$ cat src/rtl/gpio_edge_pkg.sv
package gpio_edge_pkg;
  localparam int BANKS         = 2;
  localparam int PINS_PER_BANK = 8;
  localparam int NPINS         = BANKS * PINS_PER_BANK;

  localparam int DIR_BIT = 5;
  localparam int VAL_BIT = 0;

  localparam logic [7:0] PANEL_ADDR = 8'h52;

  typedef enum logic [1:0] {
    DET_OFF  = 2'd0,
    DET_FALL = 2'd1,
    DET_RISE = 2'd2,
    DET_BOTH = 2'd3
  } det_mode_e;

  function automatic logic [7:0] ctlo_base(input int b);
    return (b == 0) ? 8'h2B : 8'h3B;
  endfunction

  function automatic logic [7:0] ctli_base(input int b);
    return (b == 0) ? 8'h33 : 8'h43;
  endfunction

  function automatic logic [7:0] stat_addr(input int b);
    return (b == 0) ? 8'h0B : 8'h0C;
  endfunction

  function automatic logic [7:0] mask_addr(input int b);
    return (b == 0) ? 8'h19 : 8'h1A;
  endfunction

  function automatic logic [7:0] maskx_addr(input int b);
    return (b == 0) ? 8'h1B : 8'h1C;
  endfunction
endpackage

$ cat src/rtl/gpio_pin_sync.sv
module gpio_pin_sync (
  input  logic       clk,
  input  logic       rst_n,
  input  logic       pin_in,
  input  logic [1:0] mode,
  output logic       level,
  output logic       hit
);
  logic s1_q, s2_q, prev_q;

  always_ff @(posedge clk or negedge rst_n) begin
    if (!rst_n) begin
      s1_q   <= 1'b0;
      s2_q   <= 1'b0;
      prev_q <= 1'b0;
    end else begin
      s1_q   <= pin_in;
      s2_q   <= s1_q;
      prev_q <= s2_q;
    end
  end

  logic rise, fall;
  assign rise  = s2_q & ~prev_q;
  assign fall  = ~s2_q & prev_q;
  assign level = s2_q;
  // mode bit 1 selects rising, bit 0 selects falling
  assign hit   = (mode[1] & rise) | (mode[0] & fall);
endmodule

$ cat src/rtl/gpio_edge_bank.sv
module gpio_edge_bank
  import gpio_edge_pkg::*;
#(
  parameter int BANK_IDX = 0,
  parameter int W        = PINS_PER_BANK
) (
  input  logic         clk,
  input  logic         rst_n,
  input  logic [7:0]   bus_addr,
  input  logic [7:0]   bus_wdata,
  input  logic         bus_wr,
  input  logic [W-1:0] pin_in,
  output logic [7:0]   rd_val,
  output logic [W-1:0] pin_out,
  output logic [W-1:0] pin_oe,
  output logic [W-1:0] pend_q,
  output logic [W-1:0] mask_q
);
  localparam logic [7:0] CTLO_B = ctlo_base(BANK_IDX);
  localparam logic [7:0] CTLI_B = ctli_base(BANK_IDX);
  localparam logic [7:0] STAT_A = stat_addr(BANK_IDX);
  localparam logic [7:0] MASK_A = mask_addr(BANK_IDX);
  localparam logic [7:0] MSKX_A = maskx_addr(BANK_IDX);

  logic [7:0]   ctlo_q [W];
  logic [1:0]   mode_q [W];
  logic [W-1:0] level, hit;
  logic [W-1:0] maskx_q;

  for (genvar i = 0; i < W; i++) begin : g_pin
    always_ff @(posedge clk or negedge rst_n) begin
      if (!rst_n) begin
        ctlo_q[i] <= '0;
        mode_q[i] <= DET_OFF;
      end else begin
        if (bus_wr && bus_addr == CTLO_B + 8'(i)) ctlo_q[i] <= bus_wdata;
        if (bus_wr && bus_addr == CTLI_B + 8'(i)) mode_q[i] <= bus_wdata[2:1];
      end
    end

    gpio_pin_sync u_sync (
      .clk    (clk),
      .rst_n  (rst_n),
      .pin_in (pin_in[i]),
      .mode   (mode_q[i]),
      .level  (level[i]),
      .hit    (hit[i])
    );

    assign pin_out[i] = ctlo_q[i][VAL_BIT];
    assign pin_oe[i]  = ctlo_q[i][DIR_BIT];
  end

  logic [W-1:0] clr;
  assign clr = (bus_wr && bus_addr == STAT_A) ? bus_wdata[W-1:0] : '0;

  always_ff @(posedge clk or negedge rst_n) begin
    if (!rst_n) begin
      pend_q  <= '0;
      mask_q  <= '0;
      maskx_q <= '0;
    end else begin
      // a new edge takes priority over a simultaneous clear
      pend_q <= (pend_q & ~clr) | hit;
      if (bus_wr && bus_addr == MASK_A) mask_q  <= bus_wdata[W-1:0];
      if (bus_wr && bus_addr == MSKX_A) maskx_q <= bus_wdata[W-1:0];
    end
  end

  always_comb begin
    rd_val = '0;
    if (bus_addr == STAT_A) rd_val = 8'(pend_q);
    if (bus_addr == MASK_A) rd_val = 8'(mask_q);
    if (bus_addr == MSKX_A) rd_val = 8'(maskx_q);
    for (int i = 0; i < W; i++) begin
      if (bus_addr == CTLO_B + 8'(i)) rd_val = ctlo_q[i];
      if (bus_addr == CTLI_B + 8'(i)) rd_val = {5'b0, mode_q[i], level[i]};
    end
  end
endmodule

$ cat src/rtl/gpio_edge_ctrl.sv
module gpio_edge_ctrl
  import gpio_edge_pkg::*;
(
  input  logic             clk,
  input  logic             rst_n,
  input  logic [7:0]       bus_addr,
  input  logic [7:0]       bus_wdata,
  input  logic             bus_wr,
  input  logic             bus_rd,
  output logic [7:0]       bus_rdata,
  input  logic [NPINS-1:0] pin_in,
  output logic [NPINS-1:0] pin_out,
  output logic [NPINS-1:0] pin_oe,
  output logic             irq
);
  logic [7:0]       bank_rd [BANKS];
  logic [NPINS-1:0] pend_all, mask_all;
  logic [7:0]       panel_q;

  for (genvar b = 0; b < BANKS; b++) begin : g_bank
    gpio_edge_bank #(.BANK_IDX(b), .W(PINS_PER_BANK)) u_bank (
      .clk       (clk),
      .rst_n     (rst_n),
      .bus_addr  (bus_addr),
      .bus_wdata (bus_wdata),
      .bus_wr    (bus_wr),
      .pin_in    (pin_in  [b*PINS_PER_BANK +: PINS_PER_BANK]),
      .rd_val    (bank_rd[b]),
      .pin_out   (pin_out [b*PINS_PER_BANK +: PINS_PER_BANK]),
      .pin_oe    (pin_oe  [b*PINS_PER_BANK +: PINS_PER_BANK]),
      .pend_q    (pend_all[b*PINS_PER_BANK +: PINS_PER_BANK]),
      .mask_q    (mask_all[b*PINS_PER_BANK +: PINS_PER_BANK])
    );
  end

  logic [7:0] rd_mux;
  always_comb begin
    rd_mux = (bus_addr == PANEL_ADDR) ? panel_q : 8'h00;
    for (int b = 0; b < BANKS; b++) rd_mux = rd_mux | bank_rd[b];
  end

  always_ff @(posedge clk or negedge rst_n) begin
    if (!rst_n) begin
      panel_q   <= '0;
      bus_rdata <= '0;
    end else begin
      if (bus_wr && bus_addr == PANEL_ADDR) panel_q <= bus_wdata;
      if (bus_rd) bus_rdata <= rd_mux;
    end
  end

  assign irq = |(pend_all & ~mask_all);
endmodule

$ cat config.mk
export PLATFORM = sky130hd
export DESIGN_NAME = gpio_edge_ctrl
export DESIGN_NICKNAME = d
export VERILOG_FILES = /design/src/rtl/gpio_edge_pkg.sv /design/src/rtl/gpio_pin_sync.sv /design/src/rtl/gpio_edge_bank.sv /design/src/rtl/gpio_edge_ctrl.sv
export SDC_FILE = /design/constraint.sdc
export NUM_CORES = 1
export LEC_CHECK = 0
export ABC_AREA = 1
export BUFFER_PORTS_ARGS = -buffer_cell sky130_fd_sc_hd__buf_2
export CAP_MARGIN = 20
export CELL_PAD_IN_SITES_DETAIL_PLACEMENT = 0
export CELL_PAD_IN_SITES_GLOBAL_PLACEMENT = 1
export CORE_MARGIN = 2
export CORE_UTILIZATION = 50
export DETAILED_ROUTE_END_ITERATION = 16
export HOLD_SLACK_MARGIN = 0.03
export PLACE_DENSITY_LB_ADDON = 0.25
export SETUP_SLACK_MARGIN = 0.05
export SYNTH_ARGS = -nofsm -noshare
export SYNTH_HDL_FRONTEND = slang
export SYNTH_SLANG_ARGS = --single-unit
$ cat constraint.sdc
create_clock -name clk -period 3.6 [get_ports clk]
set_input_delay 0.36 -clock clk [delete_from_list [all_inputs] [get_ports clk]]
set_output_delay 0.36 -clock clk [all_outputs]
set_load 0.02 [all_outputs]
Word level (Yosys, flattened, before mapping). Cells that the tools add are included.

Register bits: 272. Latch bits: 0. Bits in writable memories: 0. Bits in read-only memories: 0. Input bits: 36. Output and inout bits: 41. Logic and storage cells: 330. Memories: 0.

Add/subtract/negate cells: 0. $mul: 0. Div/mod/pow operators: 0. $lt $le $gt $ge: 0. Equal/unequal tests: 39. Shifts and indexed selects: 0. Muxes and demuxes: 41. Bitwise gates (word level): 122. Reduce and logical (&&, ||, !) cells: 40.

Operators by type and width (number): 2-to-1 mux 8 bit (41); equality test 8 x 6 -> 1 bit (second input constant) (21); equality test 8 x 7 -> 1 bit (second input constant) (12); AND 1 bit (64); logical AND 1 bit (39); equality test 8 x 5 -> 1 bit (second input constant) (4); inverter 1 bit (32); OR 8 bit (4); AND 16 bit (1); AND 8 bit (2); equality test 8 x 4 -> 1 bit (second input constant) (2); inverter 16 bit (1); inverter 8 bit (2); OR 1 bit (16); OR reduction 16 bit (1).

Longest topological paths before layout. Gate-level depths: netlist (run 1).

Depth in word-level cells: 22. Mapped depth: 18. Gate-level depth less buffers: 18.

Cells and area by module. Synthesis (run 1) repeated with hierarchy kept, for this count alone.

Cell total of the unflattened synthesis: 1501. Area, all modules: 12441.9 sq um.

By module, submodules not included: gpio_edge_bank at g_bank[1].u_bank (times used 1, cells an instance 619, area an instance 4989.8 sq um, sequential area each 2602.5 sq um); gpio_edge_bank at g_bank[0].u_bank (times used 1, cells an instance 623, area an instance 4964.8 sq um, sequential area each 2602.5 sq um); gpio_pin_sync (times used 16, cells an instance 8, area an instance 96.3 sq um, sequential area each 75.1 sq um); gpio_edge_ctrl (times used 1, cells an instance 131, area an instance 945.9 sq um, sequential area each 400.4 sq um).

Least setup slack after synthesis (run 1). Ideal clock, no wire load.

Path type: input port to flip-flop. Start point: input bus_addr[7]. End point: register bus_rdata[1]. Arrival: 1.593 ns. Data required time: 3.483 ns. Path slack: 1.890 ns. Stages on the path: 15. Path buffers: 0. Path through: nor2_4 -> nand3_2 -> inv_2 -> nand3_1 -> or2_0 -> nand2_1 -> nand4_1 -> nand2_1 -> nand3_1 -> nand2_1 -> nand2_1 -> nand2_1 -> nand2_1 -> nor2_1 -> nor2_1.

Word-level cells in the longest chain between the ends: 22.

RTL lines: from (decl) (RTL line gpio_edge_ctrl.sv:6) `input logic [7:0] bus_addr,`; equality test 8 x 4 -> 1 bit (RTL line gpio_edge_bank.sv:72) `if (bus_addr == STAT_A) rd_val = 8'(pend_q);`; 2-to-1 mux 8 bit (RTL line gpio_edge_bank.sv:72); 2-to-1 mux 8 bit (RTL line gpio_edge_bank.sv:73) `if (bus_addr == MASK_A) rd_val = 8'(mask_q);`; 2-to-1 mux 8 bit (RTL line gpio_edge_bank.sv:74) `if (bus_addr == MSKX_A) rd_val = 8'(maskx_q);`; 2-to-1 mux 8 bit (RTL line gpio_edge_bank.sv:76) `if (bus_addr == CTLO_B + 8'(i)) rd_val = ctlo_q[i];`; 2-to-1 mux 8 bit (RTL line gpio_edge_bank.sv:77) `if (bus_addr == CTLI_B + 8'(i)) rd_val = {5'b0, mode_q[i], level[i]};`; 2-to-1 mux 8 bit (RTL line gpio_edge_bank.sv:76); 2-to-1 mux 8 bit (RTL line gpio_edge_bank.sv:77); [6 not listed]; 2-to-1 mux 8 bit (RTL line gpio_edge_bank.sv:76); 2-to-1 mux 8 bit (RTL line gpio_edge_bank.sv:77); 2-to-1 mux 8 bit (RTL line gpio_edge_bank.sv:76); 2-to-1 mux 8 bit (RTL line gpio_edge_bank.sv:77); 2-to-1 mux 8 bit (RTL line gpio_edge_bank.sv:76); 2-to-1 mux 8 bit (RTL line gpio_edge_bank.sv:77); OR 8 bit (RTL line gpio_edge_ctrl.sv:39) `for (int b = 0; b < BANKS; b++) rd_mux = rd_mux | bank_rd[b];`; OR 8 bit * (RTL line gpio_edge_ctrl.sv:39); to (signal assigned) (RTL line gpio_edge_ctrl.sv:48) `if (bus_rd) bus_rdata <= rd_mux;`; to (decl) (RTL line gpio_edge_ctrl.sv:10) `output logic [7:0] bus_rdata,`.

Every way passes the cells marked *; elsewhere a longest branch is shown, timed or not. A chain may end at the register's enable or synchronous reset.

Final worst setup path (run 1).
Start point: input bus_addr[7]. End point: register bus_rdata[5].

The elaborated chain is that of the path after synthesis.

==> reports/qor.yml, run 1 <==
run_status: "complete, no violations"
fin_util_pct: 57.9
reg2reg_setup_slack_ns: 1.57
syn_inst: 1418
finalSetupTns_ns: 0
worst_pin_slew_ns: 1.06
min_path_cells: 3
rsz0062_at_grt: "no"
finalCritPeriodShare_pct: 65.0
synth_nets: 1454
die_area_sq_um: 25300
clk_path_buf_depth: 3
io_buffers: 76
num_rows: 56
fillCellCount: 2235
synth_area_sq_um: 12000
clock_latency_ns: 0.56
crit_arrival_ns: 2.77
ant_nets: 0
cp.required_ns: 4.03
drt_iter0_drc: 715
core_sq_um: 23500
slew-limit-headroom_pct: 29.1
tritoncts: "built"
drive_above_1_share_pct: 11.4
synth.top_cell.area_share_pct: 56.6
grt_max_degree: 114
drc: 0
powerDensity_nw_per_um2: 489
yosysWarnings: 0
fp.dieW_microns: 159
rr_endpoint: "bus_rdata[6]"
io_pins: 77
ys_ff_latch: 272
cts_num_sinks: 272
power_leakage_nw: 6.31
drv_cap: 0
avgSynthCellArea_sq_um: 8.48
cts_inserted_buffers: 30
slew_violations: 0
cts-root-buf: "clkbuf_16"
synth_top_cells_by_area: "dfrtp_1, nand2_1, o21ai_0"
grt_pass1_vias: 9364
setup_violations: 0
routedWlPerCell_microns: 18.3
clkTransAtPathRegs_ns: 0.06
regToRegStartpoint: "g_bank[1].u_bank.pend_q[6]"
layout_commonest_cell: "nand2_1"
finalWirelength_microns: 33300
synth_cell_types: 34
final_cell_mix: "nand2_1, dfrtp_1, o21ai_0, inv_1, nor2_1"
start_util_pct: 51.1
layout.nets: 1513
vdd_ir_drop_max_v: 0.000352
fin_worst_skew_ns: 0.0182
start_kind: "input pin"
yosysSeqAreaShare_pct: 56.6
drtPass1Iterations: 5
overflow: 0
crit_type: "in -> reg"
max_freq_mhz: 427
hold_viol: 0
hold_path.class: "in -> reg"
min_from: "bus_wdata[3]"
antenna_found_initial: 2
reg2reg_depth: 8
vias_per_cell: 5.30
syn_to_final_growth_pct: 13.4
die_height_microns: 159
htree_num_levels: 1
synth_top_area_cell: "dfrtp_1"
grt_pass1_wl_microns: 52800
gp_congestion: 0.879
hold-path-endpoint: "panel_q[3]"
crit_path_max_fanout: 14
crit_path_end_kind: "flop"
fin_crit_ns: 2.34
dpl.hpwl_microns: 22600
grt_usage_pct: 26.6
vias: 9651
==> final cells by class <==
class | instances | area [sq um] | area share (%)
inverter | 121 | 454 | 3.33
timing repair buffer | 106 | 693 | 5.09
tap | 319 | 399 | 2.93
clock inverter | 8 | 57.6 | 0.422
clock buffer | 47 | 895 | 6.56
antenna | 2 | 5.00 | 0.0367
sequential | 272 | 6810 | 49.9
multi-input combinational | 946 | 4320 | 31.7
==> metal layers <==
| layer | share of wire (%) | track usage, % | up-vias |
|---|---|---|---|
| met5 | 0 | 0 | - |
| met4 | 1.9 | 6.16 | 0 |
| met3 | 5.1 | 3.20 | 51 |
| met2 | 47 | 43.8 | 249 |
| met1 | 46 | 38.1 | 4635 |
| li1 | - | - | 4716 |
==> power by group <==
group          leakage (nW)  total (mW)  switching, mW  internal (mW)
clock                 0.469        2.93           1.23           1.70
combinational          2.33       0.426          0.297          0.128
sequential             3.51        3.31          0.100           3.21
total                  6.31        6.67           1.63           5.04
==> cell usage after synthesis, drive strengths merged <==
master / number
a211oi: 1
o221ai: 2
o311ai: 7
buf: 42
inv: 120
a221oi: 3
nor2: 118
nand2: 441
or2: 4
clkbuf: 37
nor3: 1
a21oi: 27
o211ai: 6
clkinv: 1
o2111ai: 1
a2111oi: 3
o21a: 1
o22ai: 6
nand4: 34
nand3: 41
o21ai: 249
nor4: 1
dfrtp: 272
==> worst max-delay path, cell delays in order <==
cell	delay [ns]
buf_2	0.13
nor2_4	0.20
nand3_2	0.39
inv_2	0.24
nand2_2	0.21
o21ai_0	0.26
nand4_1	0.18
a21oi_1	0.22
nand3_1	0.12
a21oi_1	0.32
a21oi_1	0.12
==> flip-flops by register name, indices dropped and copies added (netlist names) <==
name / flops
g_bank.u_bank.ctlo_q: 96
g_bank.u_bank.mode_q: 32
g_bank.u_bank.g_pin.u_sync.level: 16
g_bank.u_bank.g_pin.u_sync.prev_q: 16
g_bank.u_bank.g_pin.u_sync.s1_q: 16
g_bank.u_bank.mask_q: 16
g_bank.u_bank.maskx_q: 16
g_bank.u_bank.pend_q: 16
g_bank.u_bank.pin_oe: 16
g_bank.u_bank.pin_out: 16
bus_rdata: 8
panel_q: 8
==> cells by family after synthesis <==
kind of cell / after synthesis / synth area share, %
buffers and inverters: 200 / 7.45
AOI/OAI and AO/OA: 306 / 13.5
and+or+nand+nor: 640 / 22.5
DFF: 272 / 56.6
==> how the worst max path moves through the flow <==
| stage | startpoint | endpoint | slack (ns) |
|---|---|---|---|
| 2_1_floorplan | bus_addr[7] | bus_rdata[1] | 1.89 |
| 3_3_place_gp | bus_addr[7] | bus_rdata[5] | 0.72 |
| 3_5_place_dp | bus_addr[7] | bus_rdata[5] | 0.71 |
| 4_1_cts | bus_addr[7] | bus_rdata[5] | 1.28 |
| 5_1_grt | bus_addr[7] | bus_rdata[5] | 1.12 |
| 6_report | bus_addr[7] | bus_rdata[5] | 1.26 |
==> metrics by stage <==
step / area, sq um / hold slack [ns] / instances / total power, mW / setup WS [ns]
3_3_place_gp: 12500 / 0.332 / 1743 / 3.77 / 0.721
2_1_floorplan: 12000 / 0.0644 / 1418 / 3.57 / 1.89
4_1_cts: 13600 / 0.0310 / 1819 / 6.72 / 1.28
6_report: 13600 / 0.0453 / 1821 / 6.67 / 1.26
5_1_grt: 13600 / 0.0517 / 1820 / 6.92 / 1.12
3_5_place_dp: 12500 / 0.335 / 1743 / 3.78 / 0.714
==> what timing repair did <==
| item | 4_1_cts | 5_1_grt |
|---|---|---|
| endpoints found under the hold margin | 128 | 0 |
| buffers inserted | 0 | 0 |
| gates resized for setup | 0 | 0 |
| hold buffers | 21 | 0 |
Note: power is estimated with default switching activity, not from simulation.
==> run 2, diff against run 1 <==
--- a/config.mk
+++ b/config.mk
@@ -11,7 +11,7 @@
 export CELL_PAD_IN_SITES_DETAIL_PLACEMENT = 0
 export CELL_PAD_IN_SITES_GLOBAL_PLACEMENT = 1
 export CORE_MARGIN = 2
-export CORE_UTILIZATION = 50
+export CORE_UTILIZATION = 46
 export DETAILED_ROUTE_END_ITERATION = 16
 export HOLD_SLACK_MARGIN = 0.03
 export PLACE_DENSITY_LB_ADDON = 0.25
==> constraint.sdc (replaced) <==
create_clock -name clk -period 2.3 [get_ports clk]
set_input_delay 0.23 -clock clk [delete_from_list [all_inputs] [get_ports clk]]
set_output_delay 0.23 -clock clk [all_outputs]
set_load 0.02 [all_outputs]
==> run 2 against run 1 <==
  * Cell area grew 2.7%
  * Largest power group unchanged
  * Power grew 55%
  * Sequential share of layout area shrank 1.3 points
  * Critical path type is now reg -> out
  * Global-route usage shrank 1.3 points
==> reports/qor.yml, run 2 (synthesized netlist as in run 1, its figures left out) <==
busiest_layer: "met2"
min_path_cells: 4
use_met1_pct: 35.3
fin_crit_ns: 2.07
grt_pass1_vias: 9571
num_rows: 59
crit_type: "reg -> out"
crit_arrival_ns: 1.84
min_from: "bus_rd"
antenna_found_initial: 2
use_met2_pct: 41.0
setup_violations: 0
fin_util_pct: 54.2
cp.required_ns: 2.07
fillCellCount: 2447
layout.nets: 1561
ant_nets: 0
routedWlPerCell_microns: 18.2
regToRegStartpoint: "g_bank[0].u_bank.pend_q[3]"
crit_path_end_kind: "output pin"
postCtsHoldBufs: 25
reg2reg_depth: 10
fp.dieW_microns: 166
vdd_ir_drop_max_v: 0.000545
vias_per_cell: 5.17
cts_num_sinks: 272
multi_input_area_sq_um: 4320
finalPower_mw: 10.3
slew-limit-headroom_pct: 51.3
final_cell_area_sq_um: 14000
overflow: 0
drc: 0
drv_cap: 0
cts-root-buf: "clkbuf_16"
worst_pin_slew_ns: 0.729
clkTransAtPathRegs_ns: 0.06
finalCritPeriodShare_pct: 90.1
drtPass1Iterations: 5
run_status: "complete, no violations"
reg_top3: "g_bank.u_bank.ctlo_q (96), g_bank.u_bank.mode_q (32)"
io_buffers: 76
start_kind: "flop"
core_sq_um: 25800
drt_iter0_drc: 717
finalWirelength_microns: 34200
cts_resized: 0
largest_register_ffs: 96
htree_num_levels: 1
grt_pass1_wl_microns: 54600
reg2reg_setup_slack_ns: 0.34
hold-path-endpoint: "bus_rdata[0]"
hold_path.class: "in -> reg"
pre_cts_ws_ns: -0.0904
cts_setup_buffers: 0
use_met3_pct: 3.78
clock_latency_ns: 0.54
fin_cells: 1882
setup_slack_ns: 0.228
vias: 9727
die_height_microns: 166
slew_violations: 0
powerDensity_nw_per_um2: 737
start_util_pct: 46.5
io_pins: 77
max_freq_mhz: 483
crit_path_max_fanout: 3
dpl.hpwl_microns: 24400
tritoncts: "built"
seq_area_sq_um: 6810
placed_area_sq_um: 12900
clk_path_buf_depth: 3
cts_inserted_buffers: 29
place_inst: 1804
layout_commonest_cell: "nand2_1"
power_leakage_nw: 6.52
hold_viol: 0
grt_max_degree: 70
rsz0062_at_grt: "no"
drive_above_1_share_pct: 13.7
rr_endpoint: "bus_rdata[3]"
gp_congestion: 0.906
final_cell_mix: "nand2_1, dfrtp_1, o21ai_0, inv_1, nor2_1"
grt_usage_pct: 25.3
fin_worst_skew_ns: 0.00845
die_area_sq_um: 27400
top_register: "g_bank.u_bank.ctlo_q"
syn_to_final_growth_pct: 16.5
[run 2: changes by cell type in the layout (fill, tap and decap cells not counted)]
cell           change
clkinv_8           -1
clkinv_2           +1
clkbuf_16          -1
buf_4             +42
clkbuf_1           +1
bufinv_16          +1
buf_12             +3
dlygate4sd3_1      +4
clkbuf_8           -4
clkinvlp_4         -1
[run 2: worst max-delay path by stage]
stage / startpoint / endpoint / slack, ns
6_report: g_bank[0].u_bank.pend_q[2] / irq / 0.23
5_1_grt: g_bank[0].u_bank.pend_q[2] / irq / 0.08
4_1_cts: g_bank[0].u_bank.pend_q[2] / irq / 0.22
3_5_place_dp: bus_addr[0] / bus_rdata[3] / -0.09
3_3_place_gp: bus_addr[0] / bus_rdata[3] / -0.03
2_1_floorplan: bus_addr[7] / bus_rdata[1] / 0.72
[run 2: power by group]
group / leakage, nW / internal (mW) / total (mW) / switching, mW
logic: 2.57 / 0.239 / 0.714 / 0.475
registers: 3.51 / 5.03 / 5.18 / 0.157
clock network: 0.440 / 2.55 / 4.43 / 1.87
[run 2: final cells by class]
cell class	instances	area share, %
timing repair buffer	155	7.92
multi-input combinational	946	30.9
tap	335	2.99
sequential	272	48.6
antenna	2	0.0357
clock buffer	43	5.85
inverter	121	3.24
clock inverter	8	0.492
[run 2: metal layers]
layer / vias to the layer above / wire length (microns)
li1: 4797 / -
met3: 57 / 1640
met5: - / 0
met2: 263 / 15900
met1: 4610 / 15700
met4: 0 / 973
[run 2: stage by stage]
stage / setup TNS, ns / hold slack, ns
floorplan: 0 / -0.0656
global placement: -0.0542 / 0.251
finish: 0 / 0.164
detailed placement: -0.138 / 0.251
CTS: 0 / 0.144
global route: 0 / 0.184
[run 2: worst max-delay path, cell delays in order (launching register included)]
cell and delay, ns:
dfrtp_1 0.44, nand2_1 0.11, o21ai_0 0.10, nor4_1 0.33
nand2_1 0.14, buf_2 0.18
==> run 3, diff against run 2 <==
--- a/config.mk
+++ b/config.mk
@@ -13,9 +13,11 @@
 export CORE_MARGIN = 2
 export CORE_UTILIZATION = 46
 export DETAILED_ROUTE_END_ITERATION = 16
+export GPL_TIMING_DRIVEN = 0
 export HOLD_SLACK_MARGIN = 0.03
 export PLACE_DENSITY_LB_ADDON = 0.25
 export SETUP_SLACK_MARGIN = 0.05
 export SYNTH_ARGS = -nofsm -noshare
 export SYNTH_HDL_FRONTEND = slang
+export SYNTH_HIERARCHICAL = 1
 export SYNTH_SLANG_ARGS = --single-unit
==> run 3 against run 2 <==
  * Sequential share of layout area shrank 1.9 points
  * Critical endpoint is now bus_rdata[5]
  * Clock power is 7.7% higher
  * Largest cell class unchanged
  * Clock-buffer cell count up 3
  * Critical path depth increased by 9
  * Synthesized cell count rose by 5.9%
  * Sequential power is essentially flat
  * Via count grew 8.0%
  * Utilization rose by 0.34 points
  * Critical path type is now in -> reg
  * First-iteration DRC count increased by 34%
  * Largest power group unchanged
==> reports/qor.yml, run 3 <==
crit_arrival_ns: 2.62
yosysSeqAreaShare_pct: 54.7
finalCritPeriodShare_pct: 95.2
cts_inserted_buffers: 30
routedWlPerCell_microns: 17.7
placed_area_sq_um: 13300
synth.top_cell.area_share_pct: 54.7
fp.dieW_microns: 168
power_leakage_nw: 7.07
fin_worst_skew_ns: 0.00925
tritoncts: "built"
grt_max_degree: 106
core_sq_um: 26700
synth_fa_ha_area_share_pct: 0
topRoutingLayerUsed: "met4"
synth.most_common_cell: "nand2_1"
final_cell_area_sq_um: 14600
met3WireLength_microns: 2500
synth_top_family_by_area: "simple AND/OR/NAND/NOR gates"
slew-limit-headroom_pct: 34.6
clock_latency_ns: 0.55
dr_wl_met2_microns: 15100
avgSynthCellArea_sq_um: 8.29
reg2reg_setup_slack_ns: 0.25
die_height_microns: 168
crit_type: "in -> reg"
grt_usage_pct: 25.4
drt_iter0_drc: 958
gp_congestion: 0.889
ys_ff_latch: 272
grt_pass1_wl_microns: 56200
ys_async_sr_fraction_pct: 100
overflow: 0
ant_nets: 0
drv_cap: 0
cts_setup_buffers: 0
drive_above_1_share_pct: 13.9
top_register: "g_bank.u_bank/ctlo_q"
grt_pass1_vias: 9904
io_pins: 77
powerDensity_nw_per_um2: 736
crit_path_max_fanout: 8
final_cell_mix: "nand2_1, dfrtp_1, o21ai_0, inv_1, nand3_1"
synth_compound_area_share_pct: 10.7
cts-root-buf: "clkbuf_16"
finalWirelength_microns: 35400
rsz0062_at_grt: "no"
fillCellCount: 2556
syn_inst: 1501
syn_to_final_growth_pct: 17.1
regToRegStartpoint: "g_bank[1].u_bank/pend_q[0]"
reg2reg_depth: 14
vias: 10500
max_freq_mhz: 457
synth_cell_types: 36
hold_viol: 0
synth-simple-area-share_pct: 26.2
crit_path_end_kind: "flop"
cts_num_sinks: 272
die_area_sq_um: 28400
reg_top3: "g_bank.u_bank/ctlo_q (96), g_bank.u_bank/mode_q (32)"
met1Wirelength_microns: 17200
drtPass1Iterations: 5
synth_xor_area_share_pct: 0
num_rows: 60
yosysWarnings: 6
start_kind: "input pin"
slew_violations: 0
synth_top_cells_by_area: "dfrtp_1, nand2_1, o21ai_0"
dpl.hpwl_microns: 25100
layout.nets: 1671
run_status: "complete, no violations"
vdd_ir_drop_max_v: 0.000517
pre_cts_ws_ns: -0.549
rr_endpoint: "bus_rdata[0]"
min_from: "bus_wr"
synthTopCellsByCount: "nand2_1, dfrtp_1, o21ai_0, inv_1, nand3_1"
finalSetupTns_ns: 0
start_util_pct: 46.6
startpoint: "bus_addr[1]"
hold-path-endpoint: "panel_q[4]"
setup_violations: 0
worst_pin_slew_ns: 0.981
synthMuxAreaShare_pct: 0.161
vias_per_cell: 5.26
antennaDiodeCount: 0
clk_path_buf_depth: 3
fin_crit_ns: 2.19
synth_area_sq_um: 12400
htree_num_levels: 1
synth_edf_count: 0
largest_register_ffs: 96
synth_nets: 1537
synth_top_area_cell: "dfrtp_1"
hold_path.class: "in -> reg"
drc: 0
setup_slack_ns: 0.110
ys.flop_type: "dfrtp_1"
fin_util_pct: 54.5
io_buffers: 74
layout_commonest_cell: "nand2_1"
cp.required_ns: 2.73
min_path_cells: 3
clkTransAtPathRegs_ns: 0.06
antenna_found_initial: 0
==> run 3: area by class of cell <==
| class | count | area [sq um] | share of cell area (%) |
|---|---|---|---|
| clock buffer | 46 | 922 | 6.33 |
| buffer | 75 | 410 | 2.82 |
| sequential | 272 | 6810 | 46.7 |
| clock inverter | 7 | 66.3 | 0.455 |
| multi-input combinational | 992 | 4640 | 31.8 |
| inverter | 162 | 609 | 4.18 |
| timing repair buffer | 102 | 696 | 4.77 |
| tap | 341 | 427 | 2.93 |
==> run 3: power by group <==
group          switching (mW)  internal, mW  total [mW]  leakage, nW
Clock                    1.93          2.85        4.77        0.488
Sequential              0.164          5.02        5.18         3.56
Combinational           0.517         0.249       0.766         3.03
Total                    2.61          8.12        10.7         7.07
==> run 3: timing repair <==
action	4_1_cts	5_1_grt
hold buffers	26	0
gates resized for setup	2	2
hold endpoints to repair	104	0
endpoints found under the setup margin	1	2
==> run 3: routing by layer <==
layer / global-route usage (%) / up-vias
met5: 0 / -
met4: 5.06 / 0
met3: 5.28 / 43
met2: 37.4 / 308
met1: 39.1 / 5048
li1: - / 5105
==> run 3: logic make-up after synthesis <==
logic type	after synthesis
buffers and inverters	237
and+or+nand+nor	738
AOI/OAI and AO/OA	252
DFF	272
muxes	2
==> run 3: critical path, cell delays in order <==
cell	delay, ns
buf_2	0.22
inv_1	0.10
nand2_1	0.23
nor2_2	0.12
and2_1	0.17
buf_2	0.16
nand2_1	0.08
nand4_1	0.09
o21ai_0	0.12
nand3_1	0.24
a221oi_2	0.32
nand4_1	0.22
nor3_1	0.23
a21oi_1	0.09
==> run 3: through the flow <==
stage | total power [mW] | hold WS, ns | std cells
final | 10.7 | 0.0758 | 1997
after floorplan | 5.62 | -0.0656 | 1501
after CTS | 10.8 | 0.0473 | 1997
after detailed placement | 6.00 | 0.239 | 1918
after global placement | 5.97 | 0.332 | 1916
after global routing | 11.1 | 0.106 | 1997
==> run 3: worst max-delay path by stage <==
stage	slack, ns	to	depth (start not counted)
floorplan	0.51	bus_rdata[6]	13
global placement	-4.14	g_bank[1].u_bank/g_pin[4].u_sync/s1_q	1
detailed placement	-0.55	bus_rdata[5]	10
CTS	0.16	bus_rdata[5]	14
global route	0.05	bus_rdata[4]	14
finish	0.11	bus_rdata[5]	14
